`src/rtl/pbsram_pkg.sv`:
```
package pbsram_pkg;

   // Access recorded by the input register stage for the array stage.
   typedef enum logic [1:0] {
      OP_NONE  = 2'd0,
      OP_READ  = 2'd1,
      OP_WRITE = 2'd2
   } op_e;

   // Width of the in-burst counter: a burst always spans four words.
   localparam int unsigned CNT_W = 2;

endpackage

```
`src/rtl/pbsram_ctrl.sv`:
```
// Input register stage: strobe decode, chip-select capture, burst counter
// and write-mask formation.
module pbsram_ctrl
   import pbsram_pkg::*;
#(
   parameter int unsigned ADDR_W = 6,
   parameter int unsigned LANES  = 4,
   parameter int unsigned LANE_W = 9,
   localparam int unsigned DATA_W = LANES * LANE_W
) (
   input  logic               clk,
   input  logic               rst_n,
   input  logic [ADDR_W-1:0]  addr,
   input  logic               proc_strobe_n,
   input  logic               ctrl_strobe_n,
   input  logic               adv_n,
   input  logic               sel0_n,
   input  logic               sel1,
   input  logic               sel2_n,
   input  logic               gwrite_n,
   input  logic               bwrite_n,
   input  logic [LANES-1:0]   lane_we_n,
   input  logic               sleep,
   input  logic [DATA_W-1:0]  wdata,
   output logic [ADDR_W-1:0]  base_q,
   output logic [CNT_W-1:0]   cnt_q,
   output logic               sel_q,
   output op_e                op_q,
   output logic [LANES-1:0]   mask_q,
   output logic [DATA_W-1:0]  wdata_q,
   output logic               kill
);

   logic              chip_on;
   logic              proc_go;
   logic              ctrl_go;
   logic              start;
   logic [LANES-1:0]  mask_in;
   logic              wr_any;

   logic [ADDR_W-1:0] base_d;
   logic [CNT_W-1:0]  cnt_d;
   logic              sel_d;
   op_e               op_d;

   assign chip_on = !sel0_n && sel1 && !sel2_n;
   assign proc_go = !proc_strobe_n && !sel0_n && !sleep;
   assign ctrl_go = !ctrl_strobe_n && !sleep && !proc_go;
   assign start   = proc_go || ctrl_go;

   // Global write covers every lane; otherwise the byte qualifier and the
   // lane's own enable must both be low.
   for (genvar i = 0; i < LANES; i++) begin : g_mask
      assign mask_in[i] = !gwrite_n || (!bwrite_n && !lane_we_n[i]);
   end
   assign wr_any = |mask_in;

   // A deselecting start or a sleep cycle silences the output at this edge.
   assign kill = sleep || (start && !chip_on);

   always_comb begin
      base_d = base_q;
      cnt_d  = cnt_q;
      sel_d  = sel_q;
      op_d   = OP_NONE;
      if (sleep) begin
         op_d = OP_NONE;
      end else if (start) begin
         base_d = addr;
         cnt_d  = '0;
         sel_d  = chip_on;
         if (!chip_on) begin
            op_d = OP_NONE;
         end else if (proc_go) begin
            op_d = OP_READ;
         end else if (wr_any) begin
            op_d = OP_WRITE;
         end else begin
            op_d = OP_READ;
         end
      end else if (sel_q) begin
         if (!adv_n) begin
            cnt_d = cnt_q + 1'b1;
         end
         op_d = wr_any ? OP_WRITE : OP_READ;
      end
   end

   always_ff @(posedge clk or negedge rst_n) begin
      if (!rst_n) begin
         base_q <= '0;
         cnt_q  <= '0;
         sel_q  <= 1'b0;
         op_q   <= OP_NONE;
         mask_q <= '0;
      end else begin
         base_q <= base_d;
         cnt_q  <= cnt_d;
         sel_q  <= sel_d;
         op_q   <= op_d;
         mask_q <= (op_d == OP_WRITE) ? mask_in : '0;
      end
   end

   always_ff @(posedge clk) begin
      wdata_q <= wdata;
   end

endmodule

```
`src/rtl/pbsram_burst.sv`:
```
// Forms the word address of the current access from the burst base and the
// in-burst count, in linear or interleaved order.
module pbsram_burst
   import pbsram_pkg::*;
#(
   parameter int unsigned ADDR_W = 6
) (
   input  logic [ADDR_W-1:0] base,
   input  logic [CNT_W-1:0]  cnt,
   input  logic              interleave,
   output logic [ADDR_W-1:0] word_addr
);

   logic [CNT_W-1:0] lo_lin;
   logic [CNT_W-1:0] lo_ilv;
   logic [CNT_W-1:0] lo;

   assign lo_lin = base[CNT_W-1:0] + cnt;
   assign lo_ilv = base[CNT_W-1:0] ^ cnt;
   assign lo     = interleave ? lo_ilv : lo_lin;

   if (ADDR_W > CNT_W) begin : g_upper
      assign word_addr = {base[ADDR_W-1:CNT_W], lo};
   end else begin : g_only_low
      assign word_addr = lo;
   end

endmodule

```
`src/rtl/pbsram_array.sv`:
```
// Storage split into byte lanes, plus the output register and its drive flag.
module pbsram_array
   import pbsram_pkg::*;
#(
   parameter int unsigned ADDR_W = 6,
   parameter int unsigned LANES  = 4,
   parameter int unsigned LANE_W = 9,
   localparam int unsigned DATA_W = LANES * LANE_W,
   localparam int unsigned DEPTH  = 1 << ADDR_W
) (
   input  logic              clk,
   input  logic              rst_n,
   input  logic [ADDR_W-1:0] word_addr,
   input  op_e               op_q,
   input  logic [LANES-1:0]  mask_q,
   input  logic [DATA_W-1:0] wdata_q,
   input  logic              kill,
   output logic [DATA_W-1:0] dout_q,
   output logic              out_vld
);

   for (genvar i = 0; i < LANES; i++) begin : g_lane
      logic [LANE_W-1:0] mem [DEPTH];

      always_ff @(posedge clk) begin
         if (op_q == OP_WRITE && mask_q[i]) begin
            mem[word_addr] <= wdata_q[i*LANE_W +: LANE_W];
         end
      end

      always_ff @(posedge clk or negedge rst_n) begin
         if (!rst_n) begin
            dout_q[i*LANE_W +: LANE_W] <= '0;
         end else if (op_q == OP_READ) begin
            dout_q[i*LANE_W +: LANE_W] <= mem[word_addr];
         end
      end
   end

   always_ff @(posedge clk or negedge rst_n) begin
      if (!rst_n) begin
         out_vld <= 1'b0;
      end else begin
         out_vld <= (op_q == OP_READ) && !kill;
      end
   end

endmodule

```
`src/rtl/pbsram.sv`:
```
module pbsram
   import pbsram_pkg::*;
#(
   parameter int unsigned ADDR_W = 6,
   parameter int unsigned LANES  = 4,
   parameter int unsigned LANE_W = 9,
   localparam int unsigned DATA_W = LANES * LANE_W
) (
   input  logic              clk,
   input  logic              rst_n,
   input  logic [ADDR_W-1:0] addr,
   input  logic              proc_strobe_n,
   input  logic              ctrl_strobe_n,
   input  logic              adv_n,
   input  logic              sel0_n,
   input  logic              sel1,
   input  logic              sel2_n,
   input  logic              gwrite_n,
   input  logic              bwrite_n,
   input  logic [LANES-1:0]  lane_we_n,
   input  logic              oe_n,
   input  logic              sleep,
   input  logic              interleave,
   input  logic [DATA_W-1:0] wdata,
   output logic [DATA_W-1:0] rdata,
   output logic              drive
);

   if (ADDR_W <= CNT_W) begin : g_bad_addr
      $error("pbsram: ADDR_W must exceed the burst counter width");
   end
   if (LANES < 1 || LANE_W < 1) begin : g_bad_lane
      $error("pbsram: LANES and LANE_W must be at least 1");
   end

   logic [ADDR_W-1:0] base_q;
   logic [CNT_W-1:0]  cnt_q;
   logic              sel_q;
   op_e               op_q;
   logic [LANES-1:0]  mask_q;
   logic [DATA_W-1:0] wdata_q;
   logic              kill;
   logic [ADDR_W-1:0] word_addr;
   logic              out_vld;

   pbsram_ctrl #(
      .ADDR_W (ADDR_W),
      .LANES  (LANES),
      .LANE_W (LANE_W)
   ) i_ctrl (
      .clk           (clk),
      .rst_n         (rst_n),
      .addr          (addr),
      .proc_strobe_n (proc_strobe_n),
      .ctrl_strobe_n (ctrl_strobe_n),
      .adv_n         (adv_n),
      .sel0_n        (sel0_n),
      .sel1          (sel1),
      .sel2_n        (sel2_n),
      .gwrite_n      (gwrite_n),
      .bwrite_n      (bwrite_n),
      .lane_we_n     (lane_we_n),
      .sleep         (sleep),
      .wdata         (wdata),
      .base_q        (base_q),
      .cnt_q         (cnt_q),
      .sel_q         (sel_q),
      .op_q          (op_q),
      .mask_q        (mask_q),
      .wdata_q       (wdata_q),
      .kill          (kill)
   );

   pbsram_burst #(
      .ADDR_W (ADDR_W)
   ) i_burst (
      .base       (base_q),
      .cnt        (cnt_q),
      .interleave (interleave),
      .word_addr  (word_addr)
   );

   pbsram_array #(
      .ADDR_W (ADDR_W),
      .LANES  (LANES),
      .LANE_W (LANE_W)
   ) i_array (
      .clk       (clk),
      .rst_n     (rst_n),
      .word_addr (word_addr),
      .op_q      (op_q),
      .mask_q    (mask_q),
      .wdata_q   (wdata_q),
      .kill      (kill),
      .dout_q    (rdata),
      .out_vld   (out_vld)
   );

   assign drive = out_vld && !oe_n;

endmodule

```
`config.mk`:
```
export PLATFORM = sky130hd
export DESIGN_NAME = pbsram
export DESIGN_NICKNAME = d
export VERILOG_FILES = /design/src/rtl/pbsram_pkg.sv /design/src/rtl/pbsram_ctrl.sv /design/src/rtl/pbsram_burst.sv /design/src/rtl/pbsram_array.sv /design/src/rtl/pbsram.sv
export SDC_FILE = /design/constraint.sdc
export NUM_CORES = 2
export LEC_CHECK = 0
export ABC_CLOCK_PERIOD_IN_PS = 4470
export BUFFER_PORTS_ARGS = -buffer_cell sky130_fd_sc_hd__buf_2
export CORE_MARGIN = 4
export CORE_UTILIZATION = 56
export CTS_BUF_LIST = sky130_fd_sc_hd__clkbuf_8
export CTS_CLUSTER_DIAMETER = 150
export DETAILED_ROUTE_END_ITERATION = 10
export MAX_ROUTING_LAYER = met4
export PLACE_DENSITY = 0.83
export SLEW_MARGIN = 40
export SYNTH_ARGS = -nofsm -noshare
export SYNTH_HDL_FRONTEND = slang
export SYNTH_SLANG_ARGS = --single-unit
```
`constraint.sdc`:
```
create_clock -name clk -period 4.47 [get_ports clk]
set_input_delay 0.447 -clock clk [delete_from_list [all_inputs] [get_ports clk]]
set_output_delay 0.447 -clock clk [all_outputs]
set_load 0.1 [all_outputs]
```
Word level (Yosys, flattened, before mapping)
Memory sizes are Yosys's and may differ from the RTL's. A register that Yosys moved wholly into a read port is not among the register bits.
Cells that the tools add are included.
{"block": "word_totals", "register_bits": 52, "ramBits": 2304, "input_bits": 59, "output_inout_bits": 37, "mem_count": 4}
{"name": "i_array.g_lane[0].mem", "words": 64, "width": 9, "read_ports": 1, "rd_clocked_by_memory_dff": 1, "write_ports": 1, "line": "pbsram_array.sv:23", "rtl": "logic [LANE_W-1:0] mem [DEPTH];"}
{"name": "i_array.g_lane[1].mem", "words": 64, "width": 9, "read_ports": 1, "rd_clocked_by_memory_dff": 1, "write_ports": 1, "line": "pbsram_array.sv:23"}
{"name": "i_array.g_lane[2].mem", "words": 64, "width": 9, "read_ports": 1, "rd_clocked_by_memory_dff": 1, "write_ports": 1, "line": "pbsram_array.sv:23"}
{"name": "i_array.g_lane[3].mem", "words": 64, "width": 9, "read_ports": 1, "rd_clocked_by_memory_dff": 1, "write_ports": 1, "line": "pbsram_array.sv:23"}
{"block": "op_classes", "n_addsub": 2, "eq_ne": 4, "n_mux": 19, "bitwise_logic": 2, "n_reduce_logical": 46}
{"cell": "two-way mux 2 bit", "count": 10}
{"cell": "zero test 1 bit", "count": 19}
{"cell": "logical AND 1 bit", "count": 17}
{"cell": "two-way mux 1 bit", "count": 8}
{"cell": "logical OR 1 bit", "count": 6}
{"cell": "equality test 2 bit (second input constant)", "count": 2}
{"cell": "two-way mux 4 bit", "count": 1}
{"cell": "OR reduction 4 bit", "count": 1}
{"cell": "AND reduction 3 bit", "count": 1}
{"cell": "adder 2 x 1 -> 2 bit (second input constant)", "count": 1}
{"cell": "adder 2 bit", "count": 1}
{"cell": "equality test 2 x 1 -> 1 bit (second input constant)", "count": 1}
{"cell": "!= test 2 x 1 -> 1 bit (second input constant)", "count": 1}
{"cell": "AND reduction 2 bit", "count": 1}
{"cell": "nonzero test 2 bit", "count": 1}
{"cell": "XOR 2 bit", "count": 1}
{"cell": "NOT 1 bit", "count": 1}

Longest topological paths before layout
{"block": "logic_depth", "ltp_word": 11, "ltp_mapped": 10, "mapped_depth_nobuf": 7}

Hierarchy
From an unflattened synthesis, not the netlist that was laid out.
{"block": "unflattened", "hier_cells": 5083, "hier_area_um2": 92508.7}
{"module": "pbsram_array", "instances": 1, "cells_each": 4977, "area_per_inst_um2": 90989.8, "seq_area_each_um2": 70112.2}
{"module": "pbsram_ctrl", "instances": 1, "cells_each": 96, "area_per_inst_um2": 1435.1, "seq_area_each_um2": 1096.1}
{"module": "pbsram_burst", "instances": 1, "cells_each": 9, "area_per_inst_um2": 70.1, "seq_area_each_um2": 0.0}
{"module": "pbsram", "instances": 1, "cells_each": 1, "area_per_inst_um2": 13.8, "seq_area_each_um2": 0.0}

Least setup slack after synthesis
OpenSTA, ideal clock, no wires.
{"block": "synth_path", "kind": "reg2reg", "startpoint": "reg i_ctrl.cnt_q[0]", "endpoint": "mem i_array.g_lane[0].mem[19][0], enable pin", "setup_ns": 0.374, "arrival_time_ns": 2.552, "path_slack_ns": 1.544, "path_stages_with_launch": 10, "path_buffers": 4, "path_cell_list": "dfrtp_1 ha_1 nor2b_1 xnor2_2 buf_2 buf_2 buf_1 nand3_1 clkbuf_1 nor2_1"}
{"block": "synth_between", "elab_chain_len": 2, "elab_cells_between_ends": 3, "cone_classes": "add/sub (1); mux (1); bitwise (1)"}
{"element": "start: declaration", "line": "pbsram_ctrl.sv:26", "rtl": "output logic [CNT_W-1:0] cnt_q,"}
{"element": "start signal: assignment", "line": "pbsram_ctrl.sv:98", "rtl": "cnt_q <= cnt_d;"}
{"element": "adder 2 bit or XOR 2 bit (tied branches)", "line": "pbsram_burst.sv:18, pbsram_burst.sv:19"}
{"element": "two-way mux 2 bit (*)", "line": "pbsram_burst.sv:20", "rtl": "assign lo = interleave ? lo_ilv : lo_lin;"}
{"element": "end: declaration", "line": "pbsram_array.sv:23"}
Mark *: on every way between the ends. The rest lies on a longest branch, timed or not.

Worst setup path after layout
{"block": "layout_path", "startpoint": "reg i_ctrl.cnt_q[0]", "endpoint": "reg i_array.dout_q[27], read port of i_array.g_lane[3].mem"}
{"block": "layout_between", "elab_chain_len": 2, "elab_cells_between_ends": 3, "cone_classes": "add/sub (1); mux (1); bitwise (1)"}
{"element": "adder 2 bit or XOR 2 bit (tied branches)", "line": "pbsram_burst.sv:18, pbsram_burst.sv:19"}
{"element": "two-way mux 2 bit (*)", "line": "pbsram_burst.sv:20"}
{"element": "end: declaration", "line": "pbsram_array.sv:18", "rtl": "output logic [DATA_W-1:0] dout_q,"}
Marked as above.
A chain may end at the register's enable or synchronous reset.

==> metrics <==
status=completed; vias in the first global route=55700; I/O Pins=96; crit share post-route=0.890; Max-Cap Viols=0; Initial Utilization=0.564; CP Data Arrival Time=4.85 ns; Hold WC Path Type=in -> reg; initial antenna violation count=18; Nets=6201; Clock Tree Buf Depth=4; Worst Path Max Fanout=32; Mapped Avg Cell Area=16.2 sq um; Seq cells post-synth=2392; PD cells=483 nW/um^2; ys async rst share=0.0217; CTS tree=yes; Unique masters post-synth=36; total setup buffers inserted after CTS=0; DR vias=56800; Crit-path slowest cell=ha_4; crit-path leading delay family=buffers and inverters; f_max=0.251 GHz; net count after synthesis=5892; Worst setup EP type=register; area grow syn2layout=12.3%; total routed wirelength=248 mm; Worst VDD drop=0.400 mV; DRT Pass-1 Iters=8; Leakage=35.7 nW; crit start category=register; Routed Antenna Nets=0; port buffer count=95; Post-synth top flop=edfxtp_1; grt total ovfl=0; H-tree levels=5; most frequent cell after synthesis=edfxtp_1; Buf+Inv Stages, Crit Path=3; area leader, netlist=edfxtp_1; top cell type's share of synthesized area=0.733; post-route setup TNS=0 ns; final hold vios=0; Mapped Cells=5832; Clock Skews=0.0532 ns; first-pass GRT wire length=364 mm; Post-synth EDFFs=2304; DR vias/cell=6.57; Final setup violation count=0; GRT Overall Usage=0.289; post-synthesis sequential area ratio=0.754; Post-Synthesis Cell Area=94400 sq um; Setup Slack @ Placement=0.566 ns; height of the die=419 um; largest net degree at the start of global routing=177; detailed placer's ending HPWL=146 mm; CTS buffer count=379; core area=167000 sq um; FILL cells=11000; DR iter-0 viols=8576; Slew @ Worst Pin=0.946 ns; Final Max Slew Viols=0; drt wl/cell=28.7 um; Max-slew headroom=0.361; Reg clk slew, reported paths=0.07 ns; RSZ-0062 raised after global routing=false; Period minus WS final=3.98 ns; layout cells sized above 1=0.147; commonest cells in the netlist=2304 x edfxtp_1, 1013 x nor3_1, 1009 x mux2i_1; total power=0.0512 W; most frequent cell on the critical path=buf_4; die area=175000 sq um; worst setup margin=0.491 ns; Die X=419 um; Yosys warnings=0; Synth area leaders=edfxtp_1 73%, mux2i_1 11%, nor3_1 5.4%; Row Count=150; CTS Sinks=2392; CP peak stage delay=0.88 ns; Root Buffer=clkbuf_8; Placer Congestion=0.903; WP data required=5.34 ns; post-layout util=0.633; clk_lat worst skew=1.04 ns; CP cell instances=ha_4, buf_12, buf_4, buf_4, mux2i_1, nor3_1, o41ai_1, and4_1, a41oi_1; DRC errors left=0; Crit Path Class=reg -> reg
[placed cells by master, fill, tap and decap left out, drive strengths merged, types with 52 or more instances in the layout]
cell / n
or4: 108
clkinv: 141
clkbuf: 394
buf: 289
edfxtp: 2304
a22oi: 180
nor3: 1017
nor2: 296
inv: 123
mux2i: 1009
dfrtp: 52
o41ai: 144
dlygate4sd3: 84
[registers in the layout, indices dropped and copies added, names as in the netlist]
name,cells
i_array.dout_q,36
i_array.g_lane.mem,2304
i_array.out_vld,1
i_ctrl.base_q,6
i_ctrl.cnt_q,2
i_ctrl.mask_q,4
i_ctrl.op_q,2
i_ctrl.sel_q,1
i_ctrl.wdata_q,36
[power breakdown]
| part | internal, W | switching, W |
|---|---|---|
| combinational | 0.00290 | 0.00657 |
| clock | 0.00824 | 0.00827 |
| sequential | 0.0248 | 0.000457 |
[repair_timing]
item,4_1_cts,5_1_grt
endpoints found under the setup margin,0,0
hold buffers,85,0
gates resized for setup,0,0
hold endpoints to repair,104,0
[cells by family after synthesis]
group | share of synthesized area
DFF | 0.754
and+or+nand+nor | 0.0818
muxes | 0.108
buffers and inverters | 0.0182
AOI/OAI and AO/OA | 0.0375
xor gates and xnor gates | 0.000517
adders and majority gates | 0.000133
[path summary, 6_finish.rpt]
| path | startpoint | to | slack (ns) | cells past startpoint |
|---|---|---|---|---|
| worst max-delay path | i_ctrl.cnt_q[0] | i_array.dout_q[27] | 0.49 | 9 |
| worst min-delay path | wdata[6] | i_ctrl.wdata_q[6] | 0.11 | 2 |
| worst max register to register | i_ctrl.cnt_q[0] | i_array.dout_q[27] | 0.49 | 9 |
| worst min register to register | i_ctrl.sel_q | i_ctrl.sel_q | 0.57 | 2 |
| max in group asynchronous | rst_n | i_ctrl.base_q[2] | 3.41 | 4 |
| min in group asynchronous | rst_n | i_array.dout_q[31] | 0.42 | 3 |
[routing by layer]
metal	track usage	up-vias	routed length [um]
li1	-	23900	-
met1	0.377	27800	89300
met2	0.425	4357	114000
met3	0.0748	766	32100
met4	0.141	0	12700
met5	-	-	0
[through the flow]
stage               hold slack (ns)  instances  cell area [sq um]
floorplan                     0.151       5832              94400
global placement              0.511       7877              98100
detailed placement            0.519       7877              98200
CTS                          0.0102       8627             106000
global route                 0.0683       8637             106000
finish                        0.113       8644             106000
[layout make-up]
class | count | area, sq um | area share
Tap cell | 2204 | 2760 | 0.0260
Timing Repair Buffer | 373 | 3330 | 0.0314
Antenna cell | 15 | 37.5 | 0.000354
Sequential cell | 2392 | 71300 | 0.672
Multi-Input combinational cell | 2993 | 22000 | 0.208
Clock buffer | 394 | 5420 | 0.0512
Inverter | 2 | 15.0 | 0.000142
Clock inverter | 271 | 1150 | 0.0109
Note: power is estimated with default switching activity, not from simulation.
